### config.mk
export PLATFORM = sky130hd
export DESIGN_NAME = intr_recog
export DESIGN_NICKNAME = d
export VERILOG_FILES = /design/src/rtl/intr_recog.sv
export SDC_FILE = /design/constraint.sdc
export NUM_CORES = 1
export LEC_CHECK = 0
export BUFFER_PORTS_ARGS = -buffer_cell sky130_fd_sc_hd__buf_4
export CORE_MARGIN = 2
export CORE_UTILIZATION = 52
export DETAILED_ROUTE_END_ITERATION = 10
export GPL_TIMING_DRIVEN = 0
export PLACE_DENSITY = 0.75
export SKIP_LAST_GASP = 1
export SYNTH_ARGS = -nofsm -noshare
export SYNTH_HDL_FRONTEND = slang
export SYNTH_SLANG_ARGS = --single-unit
### constraint.sdc
create_clock -name clk -period 2.5 [get_ports clk]
set_input_delay 0.375 -clock clk [delete_from_list [all_inputs] [get_ports clk]]
set_output_delay 0.375 -clock clk [all_outputs]
set_load 0.1 [all_outputs]
### src/rtl/intr_recog.sv
module intr_recog #(
  parameter int VW       = 8,
  parameter int LOW_MIN  = 8,
  parameter int HIGH_MIN = 8,
  parameter int NMI_SLOT = 2
) (
  input  logic          clk,
  input  logic          rst,
  input  logic          intr_pin,
  input  logic          nmi_pin,
  input  logic          if_flag,
  input  logic          iret_stb,
  input  logic          ack_end,
  input  logic [VW-1:0] bus_data,
  output logic          ack_req,
  output logic          ack_second,
  output logic          svc_valid,
  output logic          svc_nmi,
  output logic [VW-1:0] svc_vec
);

  localparam int MAXW = (LOW_MIN > HIGH_MIN) ? LOW_MIN : HIGH_MIN;
  localparam int CW   = $clog2(MAXW + 1);
  localparam logic [CW-1:0] LO_LAST = CW'(LOW_MIN - 1);
  localparam logic [CW-1:0] LO_SAT  = CW'(LOW_MIN);
  localparam logic [CW-1:0] HI_LAST = CW'(HIGH_MIN - 1);
  localparam logic [CW-1:0] HI_SAT  = CW'(HIGH_MIN);
  localparam logic [VW-1:0] SLOT_V  = VW'(NMI_SLOT);

  typedef enum logic [1:0] {S_IDLE, S_ACK1, S_ACK2} st_t;

  logic [1:0]    intr_sy, nmi_sy;
  logic [CW-1:0] lo_cnt, hi_cnt;
  logic          armed, nmi_req, nmi_act;
  st_t           state;

  wire intr_s    = intr_sy[1];
  wire nmi_s     = nmi_sy[1];
  wire nmi_fire  = nmi_s && armed && (hi_cnt == HI_LAST);
  wire idle      = (state == S_IDLE);
  wire grant_nmi = idle && nmi_req && !nmi_act;
  wire start_int = idle && !grant_nmi && intr_s && if_flag;
  wire vec_take  = (state == S_ACK2) && ack_end;

  assign ack_req    = !idle;
  assign ack_second = (state == S_ACK2);

  always_ff @(posedge clk) begin
    if (rst) begin
      intr_sy <= '0;
      nmi_sy  <= '0;
    end else begin
      intr_sy <= {intr_sy[0], intr_pin};
      nmi_sy  <= {nmi_sy[0], nmi_pin};
    end
  end

  always_ff @(posedge clk) begin
    if (rst) begin
      lo_cnt <= '0;
      hi_cnt <= '0;
      armed  <= 1'b0;
    end else if (!nmi_s) begin
      hi_cnt <= '0;
      if (lo_cnt != LO_SAT) lo_cnt <= lo_cnt + 1'b1;
      armed  <= (lo_cnt >= LO_LAST);
    end else begin
      lo_cnt <= '0;
      if (hi_cnt != HI_SAT) hi_cnt <= hi_cnt + 1'b1;
      if (nmi_fire) armed <= 1'b0;
    end
  end

  always_ff @(posedge clk) begin
    if (rst) begin
      nmi_req <= 1'b0;
      nmi_act <= 1'b0;
    end else begin
      if (nmi_fire)       nmi_req <= 1'b1;
      else if (grant_nmi) nmi_req <= 1'b0;
      if (grant_nmi)      nmi_act <= 1'b1;
      else if (iret_stb)  nmi_act <= 1'b0;
    end
  end

  always_ff @(posedge clk) begin
    if (rst) begin
      state <= S_IDLE;
    end else begin
      case (state)
        S_IDLE:  if (start_int) state <= S_ACK1;
        S_ACK1:  if (ack_end)   state <= S_ACK2;
        S_ACK2:  if (ack_end)   state <= S_IDLE;
        default: state <= S_IDLE;
      endcase
    end
  end

  always_ff @(posedge clk) begin
    if (rst) begin
      svc_valid <= 1'b0;
      svc_nmi   <= 1'b0;
      svc_vec   <= '0;
    end else begin
      svc_valid <= grant_nmi || vec_take;
      svc_nmi   <= grant_nmi;
      if (grant_nmi)     svc_vec <= SLOT_V;
      else if (vec_take) svc_vec <= bus_data;
    end
  end

  AST_IF_GATES_ACK: assert property (@(posedge clk) disable iff (rst)
    $rose(ack_req) |-> $past(if_flag) && $past(intr_s));
  AST_ACK_HOLD: assert property (@(posedge clk) disable iff (rst)
    ack_req && !ack_end |=> ack_req && (ack_second == $past(ack_second)));
  AST_VEC_AFTER_SECOND: assert property (@(posedge clk) disable iff (rst)
    svc_valid && !svc_nmi |-> $past(ack_second && ack_end));
  AST_NMI_QUALIFIED: assert property (@(posedge clk) disable iff (rst)
    $rose(nmi_req) |-> $past(nmi_s));
  AST_NMI_NO_ACK: assert property (@(posedge clk) disable iff (rst)
    svc_valid && svc_nmi |-> !$past(ack_req) && (svc_vec == SLOT_V));
  AST_NMI_BLOCKED: assert property (@(posedge clk) disable iff (rst)
    nmi_act && !iret_stb |=> !(svc_valid && svc_nmi));
  AST_NMI_FIRST: assert property (@(posedge clk) disable iff (rst)
    idle && nmi_req && !nmi_act |=> !ack_req && svc_valid && svc_nmi);

endmodule

==> summary.md, run 1 <==
| Metric | Value |
|---|---|
| Internal | 532 µW |
| Nature of the critical path endpoint | output port |
| Crit path max-delay cell type | sky130_fd_sc_hd__dfxtp_1 |
| Final nets | between 150 and 200 |
| Fraction of power spent switching nets | between 20% and 30% |
| Core region area | 1960 µm² |
| Synth area leaders | sky130_fd_sc_hd__dfxtp_1, sky130_fd_sc_hd__mux2i_1, sky130_fd_sc_hd__ha_1, sky130_fd_sc_hd__nor2_1, sky130_fd_sc_hd__nand3b_1 |
| Flops & latches, synth | 27 |
| Number of placement rows | 16 |
| Type of the worst min-delay path | input port to register |
| Routed wire length | 1.77 mm |
| Total half-perimeter wirelength after legalization and detailed placement | 1.37 mm |
| Worst endpoint required time | 2.12 ns |
| Comb power frac | under 10% |
| Fraction of synthesized cell area taken by the top area cell type | 50.2% |
| First drt pass iteration count | 3 |
| Synth Area in XOR/XNOR | under 10% |
| Total grt overflow | 0 |
| Highest clock rate | about 600 MHz |
| Most frequent cells in the layout | sky130_fd_sc_hd__dfxtp_1, sky130_fd_sc_hd__buf_4, sky130_fd_sc_hd__nor2_1 |
| Setup repair after global routing missed its margin | no |
| Register cell area after layout | 541 µm² |
| Total power after layout | 681 µW |
| Slowest Stage Delay on Critical Path | about 0.44 ns |
| Clk buf depth | 2 |
| Run status | finished clean |
| Post-Syn Instances | about 110 |
| Final antenna-violating net count | 0 |
| Worst EP arrival | about 1.3 ns |
| Post-layout instance area | 1330 µm² |
| Power per standard cell area | 511 nW/µm² |
| I/O pins | 27 |
| Total of max-cap violations | 0 |
| Count of endpoints failing hold in the final timing report | 0 |
| Total number of yosys warnings | 0 |
| Post-synthesis share of cell area spent on full adders, half adders and majority gates | 4.65% |
| Area fraction in and, or, nand and nor cells after synthesis | between 20% and 30% |
| Cell variety after synth | 25 |
| Relative area change from synthesis to final layout | 23.7% |
| Nets in the synthesized netlist | ~130 |
| Clock-pin slew of the registers on the worst-case setup and hold paths | 0.13 ns |
| Critical Path Source Type | register |
| Initial antenna violation count | 0 |
| Cell family with most CP delay | flip-flops |
| Mean routed wirelength per cell | 10.8 µm |
| Final-layout fill cell count | ~170 |
| Final count of negative-setup-slack endpoints | 0 |
| Number of antenna diodes | 0 |
| Largest net degree at the start of global routing | 15 |
| Crit Path Category | register to output port |
| Register share of total power | 65.6% |
| Compound-Gate Fraction of Synth Area | approximately 7.7% |
| CTS tree | built |
| Placement-stage cell area | 1310 µm² |
| Global-route wire length before repair | 3.28 mm |
| Multi-input gate area | 490 µm² |
| Final worst path period need | 1.64 ns |
| Slew at the pin closest to its max-slew limit | between 0.4 and 0.5 ns |
| Inserted Clock Buffers | 3 |
| Vias in the first global route | approximately 810 |
| Average cell area after synthesis | 10.1 µm² |
| Worst slew margin relative to its limit | between 70% and 80% |
| Standby leakage power | 0.614 nW |
| Maximum resistive drop on vdd | between 0.3 and 0.4 mV |
| Initial Utilization | between 50% and 60% |
| Post-cts resize count | 0 |
| Violation count after the first detailed-routing iteration | 4 |
| CTS H-tree depth | 1 |
| Reported net switching power | 149 µW |
| Cell chain of the critical path | nor2b_1, buf_4 |
| Cell type contributing the most total cell area after synthesis | sky130_fd_sc_hd__dfxtp_1 |
| Overall die area | 2450 µm² |
| Sequential area share after synthesis | 50.2% |
| Quantity of I/O buffers inserted on ports | 26 |
| Worst hold slack across all endpoints | roughly 0.27 ns |
| Final period utilization | 65.5% |
| Layout Skew | 0.00438 ns |
| Least setup slack across all paths after layout | 0.861 ns |
| Cell area after synthesis | 1080 µm² |
| Placed Cells incl. Taps | between 150 and 200 |
| Global placer's final weighted congestion | ~0.71 |
| Vert. Die Dim | 49.5 µm |
| Post-route insts no fill | ~160 |
| Fraction of synthesized area in multiplexers | 9.29% |
| Share of final-layout standard cells stronger than drive strength 1 | 25.5% |
| Routed vias/inst | 4.98 |
| Commonest non-fill, non-tap cell in the layout | sky130_fd_sc_hd__dfxtp_1 |
| Clock insertion delay at the later pin of the skew report | approximately 0.30 ns |
| Largest family of logic cells by synthesized area | simple AND/OR/NAND/NOR gates |
| CP Buf/Inv Count | 1 |
| # Post-CTS Setup Buffers | 0 |
| Clk sinks | 27 |
| Post-route setup TNS | 0 ns |
| Overall Global Routing Usage | 16.9% |
| Worst slack after detailed placement | roughly 1.2 ns |
| Final number of max-transition violations | 0 |
| Die Width | 49.5 µm |
| Share of power burned in the clock network | roughly a quarter |
| Via count | 816 |
| Count of hold buffers inserted by post-cts repair | 0 |
| Worst-path fanout max | 6 |
| Total DRC errors in the routed layout | 0 |
| Post-layout util | 67.9% |
| Clock tree root buffer cell | sky130_fd_sc_hd__clkbuf_4 |
[state kept, by name (all words and copies together) (netlist names)]
name,cells
armed,1
hi_cnt,4
intr_sy,2
lo_cnt,4
nmi_act,1
nmi_req,1
nmi_sy,2
state,2
svc_nmi,1
svc_valid,1
svc_vec,8
[power by group through the flow]
stage / logic, mW / registers (mW) / clock network (mW)
after floorplan: 0.0310 / 0.459 / 0
after global placement: 0.0582 / 0.456 / 0
after detailed placement: 0.0602 / 0.456 / 0
after CTS: 0.0607 / 0.447 / 0.184
after global routing: 0.0676 / 0.449 / 0.207
final: 0.0599 / 0.447 / 0.174
[layer usage]
| layer | routed length (µm) | vias up | track usage, % |
|---|---|---|---|
| li1 | - | 422 | - |
| met1 | 816 | 377 | 19.3 |
| met2 | 867 | 17 | 32.0 |
| met3 | 82 | 0 | 3.33 |
| met4 | 0 | 0 | 4.17 |
| met5 | 0 | - | 0 |
[final timing paths]
check,start,to,slack (ns),cells past startpoint
worst max register to register,state[1],nmi_req,1.14,4
worst max-delay path,state[1],ack_second,0.86,2
worst min register to register,intr_sy[0],intr_sy[1],0.46,1
worst min-delay path,rst,nmi_sy[1],0.27,2
[area by class of cell]
| cell class | count | share of cell area, % |
|---|---|---|
| buffer | 3 | 1.50 |
| sequential | 27 | 40.6 |
| clock buffer | 4 | 1.97 |
| inverter | 7 | 1.97 |
| tap | 27 | 2.54 |
| timing repair buffer | 26 | 14.6 |
| multi-input combinational | 70 | 36.8 |
[synthesized netlist by cell type (all sizes together)]
cell type and n:
dfxtp 27, nor2 13, mux2i 10, inv 7
nand3b 6, a21oi 5, nand2 5, nand2b 5
nor2b 5, ha 4, nor3 3, a211oi 2
buf 2, nand3 2, o32ai 2, xnor2 2
xor2 2, a2bb2oi 1, clkbuf 1, o2111ai 1
or2 1, or4b 1
[kinds of logic (layout without fill, tap and decap cells)]
group,count (synthesis),in the layout
and+or+nand+nor,41,41
DFF,27,27
AOI/OAI and AO/OA,11,11
muxes,10,10
buffers and inverters,10,40
adders and majority gates,4,4
xor gates and xnor gates,4,4
(Power assumes the default switching activity.)
==> run 2, diff against run 1 <==
ABC_AREA = 1   (was not set)
CORE_UTILIZATION = 46   (was 52)
PLACE_DENSITY = 0.7   (was 0.75)
clock period = 1.3 ns   (was 2.5 ns; I/O delays follow)
==> summary.md, run 2 <==
| Metric | Value |
|---|---|
| Mean routed wirelength per cell | 10.4 µm (-3.3%) |
| Relative area change from synthesis to final layout | 26.4% |
| Maximum resistive drop on vdd | 0.584 mV (+58%) |
| Commonest non-fill, non-tap cell in the layout | sky130_fd_sc_hd__inv_1 |
| Violations in the final reports | setup timing |
| FF-to-FF Start | lo_cnt[0] |
| Nets in the synthesized netlist | 167 (+33%) |
| Largest register FFs | 8 (unchanged) |
| I/O pins | 27 (unchanged) |
| Post-synth EDFFs | 0 (unchanged) |
| Total grt overflow | 0 (unchanged) |
| Cell type contributing the most total cell area after synthesis | sky130_fd_sc_hd__dfxtp_1 |
| Total number of yosys warnings | 0 (unchanged) |
| Register share of total power | 64.5% (-1.1 points) |
| Nature of the critical path endpoint | output port |
| Violation count after the first detailed-routing iteration | 18 (+14) |
| Main synth FF type | sky130_fd_sc_hd__dfxtp_1 |
| Reported net switching power | 312 µW (+110%) |
| Fraction of synthesized cell area taken by the top area cell type | 48.2% (-2.0 points) |
| Highest clock rate | 763 MHz |
| Endpoint of the worst hold-timing path | nmi_act |
| Average cell area after synthesis | 7.58 µm² (-25%) |
| Vert. Die Dim | 53.4 µm (+7.8%) |
| Type of the worst min-delay path | input port to register |
| Overall die area | 2850 µm² (+16%) |
| Worst slew margin relative to its limit | 81.4% (+10 points) |
| Post-layout util | 62.9% (-5.0 points) |
| Hold_sp | iret_stb |
| Inserted Clock Buffers | 3 (unchanged) |
| Clock insertion delay at the later pin of the skew report | 0.31 ns (about the same) |
| Critical Path Source Type | register |
| Cell variety after synth | 19 (-24%) |
| Routed vias/inst | 4.85 (-2.6%) |
| Sequential area share after synthesis | 48.2% (-2.0 points) |
| Number of placement rows | 17 (+1) |
| Biggest registers after layout | svc_vec: 8 flops, hi_cnt: 4 flops, lo_cnt: 4 flops |
| Final antenna-violating net count | 0 (unchanged) |
| Via count | 1003 (+23%) |
| Comb power frac | 9.8% (+1.0 points) |
| Clk sinks | 27 (unchanged) |
| Clock-pin slew of the registers on the worst-case setup and hold paths | 0.13 ns (about the same) |
| Synth area leaders | sky130_fd_sc_hd__dfxtp_1, sky130_fd_sc_hd__inv_1, sky130_fd_sc_hd__nand2_1, sky130_fd_sc_hd__nor2_1, sky130_fd_sc_hd__a21oi_1 |
| Most common cell in the netlist | sky130_fd_sc_hd__dfxtp_1 |
| Initial Utilization | 49.8% (-5.1 points) |
| Vias in the first global route | 931 (+14%) |
| Slew at the pin closest to its max-slew limit | 0.282 ns (-0.151 ns) |
| Number of antenna diodes | 0 (unchanged) |
| Clock tree root buffer cell | sky130_fd_sc_hd__clkbuf_4 |
| Proportion of register bits with asynchronous set or reset after synthesis | 0% (unchanged) |
| Power per standard cell area | 940 nW/µm² (+84%) |
| Biggest register | svc_vec |
| Final-layout fill cell count | 203 (+20%) |
| Global placer's final weighted congestion | 0.746 (+5.5%) |
| Worst-path fanout max | 5 (-1) |
| Standby leakage power | 0.664 nW (+8.2%) |
| Flops & latches, synth | 27 (unchanged) |
| Reg-to-reg setup timing slack | 0.14 ns (-1.00 ns) |
| Cell area after synthesis | 1120 µm² (+4.2%) |
| Total of max-cap violations | 0 (unchanged) |
| Fraction of power spent switching nets | 23.4% (+1.5 points) |
| Die Width | 53.4 µm (+7.8%) |
| CTS H-tree depth | 1 (unchanged) |
| Crit Path Category | register to output port |
| Final number of max-transition violations | 0 (unchanged) |
| Destination of the worst register-to-register timing path | lo_cnt[2] |
| Count of hold buffers inserted by post-cts repair | 0 (unchanged) |
| Share of power burned in the clock network | 25.7% (about the same) |
| Final count of negative-setup-slack endpoints | 2 (+2) |
| Total DRC errors in the routed layout | 0 (unchanged) |
| Overall Global Routing Usage | 16.9% (about the same) |
| Run status | complete, but fails checks |
| Internal | 1.02 mW (+92%) |
| Total half-perimeter wirelength after legalization and detailed placement | 1.62 mm (+18%) |
| First drt pass iteration count | 4 (+1) |
| Layout Skew | 0.00378 ns (-0.000593 ns) |
| Final period utilization | 101% |
| Final worst path period need | between 1 and 1.5 ns |
| Worst endpoint required time | 1.11 ns (-1.01 ns) |
| Post-Syn Instances | 148 (+38%) |
| Largest net degree at the start of global routing | 15 (unchanged) |
| Worst slack after detailed placement | 0.170 ns (-0.982 ns) |
| Clk buf depth | 2 (unchanged) |
| CTS tree | built |
| Path depth of the worst reg2reg path | 5 (+1) |
| Final nets | 199 (+27%) |
| Cell depth of the worst hold path | 2 (unchanged) |
| Initial antenna violation count | 0 (unchanged) |
| Worst EP arrival | 1.12 ns (-0.14 ns) |
| Core region area | 2250 µm² (+15%) |
| Quantity of I/O buffers inserted on ports | 26 (unchanged) |
| Global-route wire length before repair | 3.58 mm (+9.0%) |
| Count of endpoints failing hold in the final timing report | 0 (unchanged) |
| Setup repair after global routing missed its margin | yes |
| Post-route setup TNS | -0.0213 ns (-0.0213 ns) |
| Share of final-layout standard cells stronger than drive strength 1 | 22.9% (-2.6 points) |
| Most frequent cells in the layout | sky130_fd_sc_hd__inv_1, sky130_fd_sc_hd__dfxtp_1, sky130_fd_sc_hd__buf_4 |
| Synth top cells by count | sky130_fd_sc_hd__dfxtp_1, sky130_fd_sc_hd__inv_1, sky130_fd_sc_hd__nand2_1, sky130_fd_sc_hd__nor2_1, sky130_fd_sc_hd__a21oi_1 |
| Least setup slack across all paths after layout | -0.0107 ns (-0.872 ns) |
| Routed wire length | 2.15 mm (+22%) |
## run 2: layout make-up
type | instances | area, µm² | share of cell area [%]
Timing Repair Buffer | 27 | 219 | 15.4
Tap cell | 28 | 35.0 | 2.47
Inverter | 28 | 105 | 7.41
Buffer | 3 | 27.5 | 1.94
Sequential cell | 27 | 543 | 38.3
Multi-Input combinational cell | 90 | 463 | 32.6
Clock buffer | 4 | 26.3 | 1.85
## run 2: cell families (layout without fill, tap and decap cells)
kind of cell / Yosys count / after routing / synth area share [%]
buf+inv: 31 / 62 / 11.5
compound gates: 17 / 17 / 7.80
fa+ha+maj: 4 / 4 / 4.46
simple gates: 67 / 67 / 26.5
flops: 27 / 27 / 48.2
xor+xnor: 2 / 2 / 1.56
## run 2: routing by layer
metal / global-route usage, % / vias up / wire length (µm)
li1: - / 533 / -
met3: 3.11 / 2 / 120
met4: 7.69 / 0 / 16
met5: 0 / - / 0
met2: 31.1 / 23 / 1060
met1: 18.4 / 445 / 954
## run 2: repair_timing
item | in CTS | in global routing
resized for setup | 8 | 0
buffers inserted | 1 | 0
gates cloned | 0 | 0
endpoints found under the setup margin | 2 | 2
## run 2: metrics by stage
step	std cells	area, µm²	hold WS (ns)	power [mW]
6_report	207	1420	0.0557	1.33
2_1_floorplan	148	1130	0.296	0.951
3_5_place_dp	202	1360	0.396	1.01
3_3_place_gp	202	1360	0.386	0.999
5_1_grt	207	1420	0.0359	1.40
4_1_cts	207	1420	0.0427	1.36
## run 2: worst max-delay path by stage
stage | from | end | slack [ns]
floorplan | state[0] | ack_req | -0.01
global placement | state[1] | ack_second | 0.19
detailed placement | state[1] | ack_second | 0.17
CTS | state[1] | ack_second | -0.02
global route | state[1] | ack_second | -0.07
finish | state[0] | ack_req | -0.01
## run 2: worst max-delay path: stages, from the launching register on
cell	delay (ns)
sky130_fd_sc_hd__dfxtp_2	0.38
sky130_fd_sc_hd__nor2_2	0.17
sky130_fd_sc_hd__inv_1	0.07
sky130_fd_sc_hd__buf_6	0.18
## run 2: power by group through the flow
stage                     registers (mW)  clock network [mW]  logic, mW
after floorplan                    0.884                   0     0.0673
after global placement             0.877                   0      0.123
after detailed placement           0.878                   0      0.127
after CTS                          0.860               0.365      0.131
after global routing               0.864               0.388      0.146
final                              0.860               0.343      0.130
